==> src/rtl/rtc_pkg.sv <==
package rtc_pkg;
    localparam int NREG = 8;
    localparam int RW   = 8;
    localparam int BUSW = NREG * RW;

    localparam int IX_HUND = 0;
    localparam int IX_SEC  = 1;
    localparam int IX_MIN  = 2;
    localparam int IX_HOUR = 3;
    localparam int IX_DAY  = 4;
    localparam int IX_DATE = 5;
    localparam int IX_MON  = 6;
    localparam int IX_YEAR = 7;

    localparam int DAY_HALT_BIT = 5;
    localparam int DAY_RIGN_BIT = 4;

    // bits that exist in each register
    localparam logic [BUSW-1:0] KEEP_MASK = 64'hFF1F_3F37_BF7F_7FFF;

    typedef logic [RW-1:0] reg_t;

    typedef struct packed {
        reg_t year;
        reg_t mon;
        reg_t date;
        reg_t day;
        reg_t hour;
        reg_t min;
        reg_t sec;
        reg_t hund;
    } cal_t;

    function automatic reg_t bcd_inc(input reg_t v);
        reg_t r;
        if (v[3:0] == 4'd9) r = {v[7:4] + 4'd1, 4'd0};
        else                r = {v[7:4], v[3:0] + 4'd1};
        return r;
    endfunction
endpackage

==> src/rtl/rtc_month_days.sv <==
module rtc_month_days
    import rtc_pkg::*;
(
    input  reg_t mon,
    input  reg_t year,
    output reg_t last_date
);
    logic [6:0] ybin;
    logic       leap;

    always_comb begin
        ybin = 7'(year[7:4]) * 7'd10 + 7'(year[3:0]);
        leap = (ybin[1:0] == 2'b00);
        case (mon[4:0])
            5'h02:                      last_date = leap ? 8'h29 : 8'h28;
            5'h04, 5'h06, 5'h09, 5'h11: last_date = 8'h30;
            default:                    last_date = 8'h31;
        endcase
    end
endmodule

==> src/rtl/rtc_hour_next.sv <==
module rtc_hour_next
    import rtc_pkg::*;
(
    input  reg_t hour,
    output reg_t hour_nx,
    output logic day_wrap
);
    always_comb begin
        hour_nx  = hour;
        day_wrap = 1'b0;
        if (!hour[7]) begin
            if (hour[5:0] == 6'h23) begin
                hour_nx  = 8'h00;
                day_wrap = 1'b1;
            end else if (hour[3:0] == 4'd9) begin
                hour_nx[3:0] = 4'd0;
                if (hour[5:4] == 2'b00) hour_nx[5:4] = 2'b01;
                else                    hour_nx[5:4] = 2'b10;
            end else begin
                hour_nx[3:0] = hour[3:0] + 4'd1;
            end
        end else begin
            if (hour[4:0] == 5'h12) begin
                hour_nx[4:0] = 5'h01;
            end else if (hour[4:0] == 5'h11) begin
                hour_nx[4:0] = 5'h12;
                hour_nx[5]   = ~hour[5];
                day_wrap     = hour[5];
            end else if (hour[3:0] == 4'd9) begin
                hour_nx[4:0] = 5'h10;
            end else begin
                hour_nx[3:0] = hour[3:0] + 4'd1;
            end
        end
    end
endmodule

==> src/rtl/rtc_calendar.sv <==
module rtc_calendar
    import rtc_pkg::*;
(
    input  logic            clk,
    input  logic            rst_n,
    input  logic            tick,
    input  logic            load_en,
    input  logic [BUSW-1:0] load_data,
    input  logic            ext_rst_n,
    output logic [BUSW-1:0] snap_data,
    output logic            xfer_abort
);
    localparam cal_t RESET_VAL = '{year: 8'h00, mon: 8'h01, date: 8'h01,
                                   day: 8'h01, hour: 8'h00, min: 8'h00,
                                   sec: 8'h00, hund: 8'h00};

    cal_t cal_q, cal_d;
    reg_t last_date, hour_nx;
    logic hour_wrap;

    rtc_month_days u_mdays (.mon(cal_q.mon), .year(cal_q.year), .last_date(last_date));
    rtc_hour_next  u_hnext (.hour(cal_q.hour), .hour_nx(hour_nx), .day_wrap(hour_wrap));

    always_comb begin
        logic adv, c_sec, c_min, c_hour, c_day, c_mon, c_year;
        cal_d  = cal_q;
        adv    = tick && !cal_q.day[DAY_HALT_BIT] && !load_en;
        c_sec  = adv    && (cal_q.hund == 8'h99);
        c_min  = c_sec  && (cal_q.sec  == 8'h59);
        c_hour = c_min  && (cal_q.min  == 8'h59);
        c_day  = c_hour && hour_wrap;
        c_mon  = c_day  && (cal_q.date[5:0] == last_date[5:0]);
        c_year = c_mon  && (cal_q.mon[4:0] == 5'h12);

        if (load_en) begin
            cal_d = cal_t'(load_data & KEEP_MASK);
        end else begin
            if (adv)    cal_d.hund = c_sec ? 8'h00 : bcd_inc(cal_q.hund);
            if (c_sec)  cal_d.sec  = c_min ? 8'h00 : bcd_inc(cal_q.sec);
            if (c_min)  cal_d.min  = c_hour ? 8'h00 : bcd_inc(cal_q.min);
            if (c_hour) cal_d.hour = hour_nx;
            if (c_day) begin
                cal_d.day[2:0] = (cal_q.day[2:0] == 3'd7) ? 3'd1 : cal_q.day[2:0] + 3'd1;
                cal_d.date     = c_mon ? 8'h01 : bcd_inc(cal_q.date);
            end
            if (c_mon)  cal_d.mon  = c_year ? 8'h01 : bcd_inc(cal_q.mon);
            if (c_year) cal_d.year = (cal_q.year == 8'h99) ? 8'h00 : bcd_inc(cal_q.year);
        end
    end

    always_ff @(posedge clk) begin
        if (!rst_n) cal_q <= RESET_VAL;
        else        cal_q <= cal_d;
    end

    assign snap_data  = cal_q;
    assign xfer_abort = !ext_rst_n && !cal_q.day[DAY_RIGN_BIT];
endmodule

==> config.mk <==
export PLATFORM = sky130hd
export DESIGN_NAME = rtc_calendar
export DESIGN_NICKNAME = d
export VERILOG_FILES = /design/src/rtl/rtc_pkg.sv /design/src/rtl/rtc_month_days.sv /design/src/rtl/rtc_hour_next.sv /design/src/rtl/rtc_calendar.sv
export SDC_FILE = /design/constraint.sdc
export NUM_CORES = 1
export LEC_CHECK = 0
export CAP_MARGIN = 5
export CELL_PAD_IN_SITES_DETAIL_PLACEMENT = 1
export CELL_PAD_IN_SITES_GLOBAL_PLACEMENT = 1
export CORE_MARGIN = 5
export CORE_UTILIZATION = 30
export DETAILED_ROUTE_END_ITERATION = 8
export HOLD_SLACK_MARGIN = 0.06
export PLACE_DENSITY_LB_ADDON = 0.2
export SLEW_MARGIN = 20
export SYNTH_ARGS = -nofsm -noshare
export SYNTH_HDL_FRONTEND = slang
export SYNTH_SLANG_ARGS = --single-unit
==> constraint.sdc <==
create_clock -name clk -period 3.02 [get_ports clk]
set_input_delay 0.453 -clock clk [delete_from_list [all_inputs] [get_ports clk]]
set_output_delay 0.453 -clock clk [all_outputs]
set_load 0.02 [all_outputs]
# After elaboration in Yosys (flattened, before gate mapping)
# Index checks and enable logic that the tools add are counted.
[classes]
addsub = 15
multipliers = 1
eq_ne = 25
muxes = 40
bitwise = 2
reduce_logical = 47
[ops]
columns = ["operator", "count"]
rows = [
  ["8-bit 2-to-1 mux", 19],
  ["4-bit by 1-bit adder with 4-bit output, second input constant", 13],
  ["35-bit 2-to-1 mux", 1],
  ["4-bit equality test, second input constant", 7],
  ["24-bit 2-to-1 mux", 1],
  ["2-bit nonzero test", 11],
  ["5-bit equality test, second input constant", 4],
  ["2-bit AND reduction", 10],
  ["3-bit nonzero test", 6],
  ["8-bit by 7-bit equality test with 1-bit output, second input constant", 2],
  ["8-bit equality test, second input constant", 2],
  ["6-bit 2-to-1 mux", 2],
  ["6-bit case mux with 2 select lines", 1],
  ["5-bit by 3-bit equality test with 1-bit output, second input constant", 2],
  ["5-bit 2-to-1 mux", 2],
  ["1-bit logical AND", 9],
  ["1-bit 2-to-1 mux", 8],
  ["6-bit equality test", 1],
  ["6-bit equality test, second input constant", 1],
  ["2-bit 2-to-1 mux", 3],
  ["3-bit 2-to-1 mux", 2],
  ["5-bit by 2-bit equality test with 1-bit output, second input constant", 1],
  ["5-bit by 4-bit equality test with 1-bit output, second input constant", 1],
  ["5-bit by 2-bit inequality test with 1-bit output, second input constant", 1],
  ["other kinds (15)", 20],
]
[totals]
reg_bits = 60
in_bits = 69
output_inout_bits = 65
word_cells = 151

# Depth between registers and ports, before layout
[logic_depth]
ltp_word = 12
ltp_mapped = 11
depth_no_buf = 8

# By module
# A second synthesis with hierarchy kept.
[hier_totals]
hier_cells = 510
hier_area_um2 = 4103.9
[modules_own_cells]
columns = ["module", "n_inst", "cells_each", "area_per_inst_um2", "seq_area_each_um2"]
rows = [
  ["rtc_calendar", 1, 455, 3713.6, 1221.2],
  ["rtc_hour_next", 1, 39, 275.3, 0.0],
  ["rtc_month_days", 1, 16, 115.1, 0.0],
]

# Least setup slack after synthesis
# Ideal clock, no wire load.
[synth_path]
kind = "flip-flop to flip-flop"
from = "register cal_q (netlist bit snap_data[48])"
to = "register cal_q (netlist bit snap_data[50])"
setup_ns = 0.135
arrival_time_ns = 2.559
t_required_ns = 2.885
setup_slack_ns = 0.325
stages_incl_launch_ff = 9
path_buffers = 2
synth_period_minus_slack_ns = 2.695
path_cell_list = "dfxtp_1 > buf_6 > or4b_1 > or4b_1 > a211oi_2 > nor2_2 > buf_2 > o311ai_0 > o22ai_1"
[synth_between]
elab_chain_cells = 9
word_cells_on_any_way = 18
classes_between = "add/sub: 1; eq/ne: 8; mux: 5; reduce/logical: 4"
[synth_lines]
columns = ["element", "line", "source"]
rows = [
  ["start: declaration", "rtc_calendar.sv:17", "cal_t cal_q, cal_d;"],
  ["start signal: assignment", "rtc_calendar.sv:53", "else cal_q <= cal_d;"],
  ["5-bit by 3-bit equality test with 1-bit output (tied with other cells)", "rtc_month_days.sv:14", "case (mon[4:0])"],
  ["4-bit OR reduction", "rtc_month_days.sv:14", ""],
  ["6-bit case mux with 2 select lines", "rtc_month_days.sv:14", ""],
  ["6-bit equality test", "rtc_calendar.sv:32", "c_mon = c_day && (cal_q.date[5:0] == last_date[5:0]);"],
  ["1-bit logical AND", "rtc_calendar.sv:32", ""],
  ["1-bit logical AND", "rtc_calendar.sv:33", "c_year = c_mon && (cal_q.mon[4:0] == 5'h12);"],
  ["8-bit 2-to-1 mux (2 in series)", "rtc_calendar.sv:46", "if (c_mon) cal_d.mon = c_year ? 8'h01 : bcd_inc(cal_q.mon);"],
  ["24-bit 2-to-1 mux", "rtc_calendar.sv:35", "if (load_en) begin"],
]
# Parallel ways exist; a longest one is shown, timed or not. The select of a mux whose other input is x is not followed.
# A chain may end at the register's enable or synchronous reset.

# Worst setup path after layout
[layout_path]
from = "register cal_q (netlist bit snap_data[48])"
to = "register cal_q (netlist bit snap_data[59])"
[layout_between]
elab_chain_cells = 7
word_cells_on_any_way = 12
classes_between = "eq/ne: 7; mux: 1; reduce/logical: 4"
[layout_lines]
columns = ["element", "line"]
rows = [
  ["5-bit by 3-bit equality test with 1-bit output (tied with other cells)", "rtc_month_days.sv:14"],
  ["4-bit OR reduction", "rtc_month_days.sv:14"],
  ["6-bit case mux with 2 select lines", "rtc_month_days.sv:14"],
  ["6-bit equality test", "rtc_calendar.sv:32"],
  ["1-bit logical AND", "rtc_calendar.sv:32"],
  ["1-bit logical AND (*)", "rtc_calendar.sv:33"],
  ["2-bit nonzero test (no source line) (*)", "n/a"],
]
# Mark *: on every way between the ends. The rest lies on a longest branch, timed or not.

==> Implementation_results.wiki <==
{| class="wikitable"
! Metric !! Value
|-
| Status || finished clean
|-
| #FFs+latches synth || 60
|-
| Count of pins on the block boundary || 134
|-
| Via count of the first global-routing pass || 4566
|-
| Count of distinct cell types in the synthesized netlist || 60
|-
| Placed cell areas || about 5300 um^2
|-
| Leading cell type in the layout, fill and taps excluded || sky130_fd_sc_hd__clkdlybuf4s50_1
|-
| Worst reg2reg path startpoint || snap_data[48]
|-
| Share of layout cells above drive strength 1 || 0.0681
|-
| Wire length per cell || 17.8 um
|-
| Met2 Resource Use GR || 0.334
|-
| Share of flip-flops with an asynchronous set or reset || 0
|-
| Setup repair after global routing missed its margin || false
|-
| Clock transition at the registers of the reported paths || around 0.050 ns
|-
| Remaining design rule violation count || 0
|-
| Net count reported at finish || 717
|-
| Setup Crit Path Kind || reg -> reg
|-
| PwrDens || around 430 nW/um^2
|-
| Tot GR Track Use || 0.193
|-
| Reg2Reg Depth || 6
|-
| Area inside the core boundary || 12700 um^2
|-
| Met1 demand-to-capacity share in global routing || 0.228
|-
| Final clock period utilization by the worst path || 0.923
|-
| Count of routing violations after the opening detailed-route iteration || 229
|-
| Instance count of the mapped netlist || 512
|-
| Total vias in the final route || 4377
|-
| Count of H-tree levels built during CTS || 3
|-
| Total count of max-transition violations in the final report || 0
|-
| Worst vdd rail ir drop || 199 uV
|-
| Buffers from clock root to sink, at most || 2
|-
| Total congestion overflow || 0
|-
| CP Launch Type || flop
|-
| Slack of the worst reg-to-reg path || approximately 0.23 ns
|-
| Cell at the root of the clock tree || sky130_fd_sc_hd__clkbuf_16
|-
| Pre-CTS setup slack || 0.248 ns
|-
| Antenna diode count || 0
|-
| Finished layout cell area || roughly 5600 um^2
|-
| Total placed cells including tap cells || 787
|-
| Hold bufs inserted after CTS || 0
|-
| Clock skew || 0.00431 ns
|-
| Final period demand of the worst path || 2.79 ns
|-
| Number of clock sinks || 60
|-
| Iteration count of the initial detailed-routing pass || 4
|-
| Top_reg_cell synth || sky130_fd_sc_hd__dfxtp_1
|-
| Floorplan die width || 124 um
|-
| Critical Path RT || 3.29 ns
|-
| Number of nets with antenna violations after routing || 0
|-
| Kind of path behind the tightest hold check || reg -> reg
|-
| Worst-path maximum fanout || 14
|-
| Number of buffers added by the clock tree synthesis step || 9
|-
| Number of enable-type register cells in the synthesized netlist || 0
|-
| Setup slack of the critical path after layout || between 0.2 and 0.25 ns
|-
| Reg2Reg Capture Point || snap_data[59]
|-
| Worst Hold Endpoint || snap_data[23]
|-
| # Post-CTS Setup Buffers || 0
|-
| Cell depth of the worst min-delay path || 2
|-
| CTS tree || built
|-
| Worst hold start || snap_data[23]
|-
| Met3 usage in global routing || 0.0490
|-
| Post-Syn Area per Cell || 7.59 um^2
|-
| Dpl hpwl || 10500 um
|-
| Wire length of the first global-routing pass || approximately 23000 um
|-
| CP Data Arrival Time || roughly 3.1 ns
|-
| Peak-usage layer in the global routing report || met2
|-
| Number of setup violations in the final report || 0
|-
| Sequential cell area fraction in the yosys report || 0.309
|-
| Sort of element at the end of the critical path || flop
|-
| Vertical die dimension || 124 um
|-
| Final cell count without fillers || 803
|-
| Detail-routed via count per cell || 5.45
|-
| Max Cap Viol || 0
|-
| Latest clock arrival within the worst-skew pair || 0.34 ns
|-
| Post-synthesis cell area || 3890 um^2
|-
| Most frequent cells in the layout || sky130_fd_sc_hd__clkdlybuf4s50_1 (117), sky130_fd_sc_hd__nor2_1 (60), sky130_fd_sc_hd__dfxtp_1 (60)
|-
| Number of gates resized after CTS || 0
|-
| Initial core utilization || 0.307
|-
| Max reg flops || 60
|-
| Standby leakage power || 0.00206 uW
|-
| First element of the critical path || snap_data[48]
|-
| Full die area || 15300 um^2
|-
| Total Negative Setup Slacks || 0 ns
|-
| Number of buffers inserted by port buffering || 118
|-
| Wire length after detailed routing || 14300 um
|-
| Initial antenna violation count || 1
|-
| Std-Cell Rows || about 40
|-
| Area growth from synthesis to final layout || 42.9%
|-
| Maximum clock rate || 0.359 GHz
|-
| Pin count of the biggest net entering global routing || 55
|-
| Relative slew slack || 0.568
|-
| Slew at the pin closest to its max-slew limit || between 0.6 and 0.7 ns
|-
| Final weighted congestion in routability-driven placement || 0.833
|-
| Yosys warnings || 0
|-
| Hold Vio Cnt, Final || 0
|}
[layer usage]
metal | up-vias | routed length, um | share of wire
met5 | - | 7 | 0.00049
met4 | 2 | 280 | 0.020
met3 | 27 | 948 | 0.066
met2 | 122 | 7070 | 0.49
met1 | 2122 | 6020 | 0.42
li1 | 2104 | - | -
[cells in the mapped netlist (all sizes together), types with 4 or more instances]
| cell | count | share of area |
|---|---|---|
| dfxtp | 60 | 0.31 |
| nor3 | 23 | 0.030 |
| nor2b | 5 | 0.0080 |
| or4 | 10 | 0.019 |
| nand2b | 5 | 0.0080 |
| nor2 | 61 | 0.060 |
| a21oi | 31 | 0.040 |
| inv | 19 | 0.018 |
| nand2 | 47 | 0.045 |
| o31ai | 5 | 0.0097 |
| a221oi | 4 | 0.0090 |
| nand3 | 28 | 0.036 |
| o21ai | 31 | 0.040 |
| and3b | 8 | 0.018 |
| o311ai | 7 | 0.016 |
| a311oi | 5 | 0.011 |
| a31oi | 11 | 0.018 |
| nor3b | 5 | 0.0097 |
| a211oi | 10 | 0.021 |
| ha | 22 | 0.071 |
| mux2i | 9 | 0.023 |
| o211ai | 5 | 0.0097 |
| buf | 12 | 0.018 |
| or4b | 4 | 0.010 |
| clkbuf | 27 | 0.026 |
| nand4 | 8 | 0.013 |
[where the power goes]
part           leakage [uW]  internal [uW]  switching [uW]
Clock              0.000140            622             374
Sequential         0.000495            839            63.3
Combinational       0.00142            237             244
Total               0.00206           1700             681
[metrics by stage]
| step | power (uW) | util | hold WS, ns |
|---|---|---|---|
| floorplan | 1160 | - | 0.558 |
| global placement | 1390 | 0.416 | 0.485 |
| detailed placement | 1400 | 0.416 | 0.496 |
| CTS | 2410 | 0.439 | 0.507 |
| global route | 2490 | 0.439 | 0.516 |
| finish | 2380 | 0.439 | 0.508 |
[cell type report]
class | instances | area, um^2
fillers | 1559 | 7110
multi-input cells | 397 | 2450
repair buffers | 139 | 1330
flip-flops and latches | 60 | 1200
clock buffers | 15 | 278
well taps | 172 | 215
inverters | 19 | 71.3
clock inverters | 1 | 5.00
[critical path, cell delays in order, from the launching register on]
cell and delay [ns]:
sky130_fd_sc_hd__dfxtp_1 0.31, sky130_fd_sc_hd__or4b_1 0.56, sky130_fd_sc_hd__or4b_1 0.56, sky130_fd_sc_hd__a211oi_2 0.36, sky130_fd_sc_hd__nor2_2 0.21, sky130_fd_sc_hd__or4_1 0.55
sky130_fd_sc_hd__a31oi_1 0.17
[logic make-up after synthesis]
logic type,Yosys count,share of synthesized area
flops,60,0.309
xor+xnor,5,0.0113
simple gates,222,0.290
compound gates,135,0.232
mux,9,0.0232
fa+ha+maj,22,0.0708
buf+inv,58,0.0631
other cells,1,0.000965
[worst max path at each step]
stage | cells after the start | end
global route | 6 | snap_data[56]
detailed placement | 6 | snap_data[57]
floorplan | 8 | snap_data[50]
finish | 6 | snap_data[59]
global placement | 8 | snap_data[61]
CTS | 6 | snap_data[59]
Power figures use the tool's default switching activity.
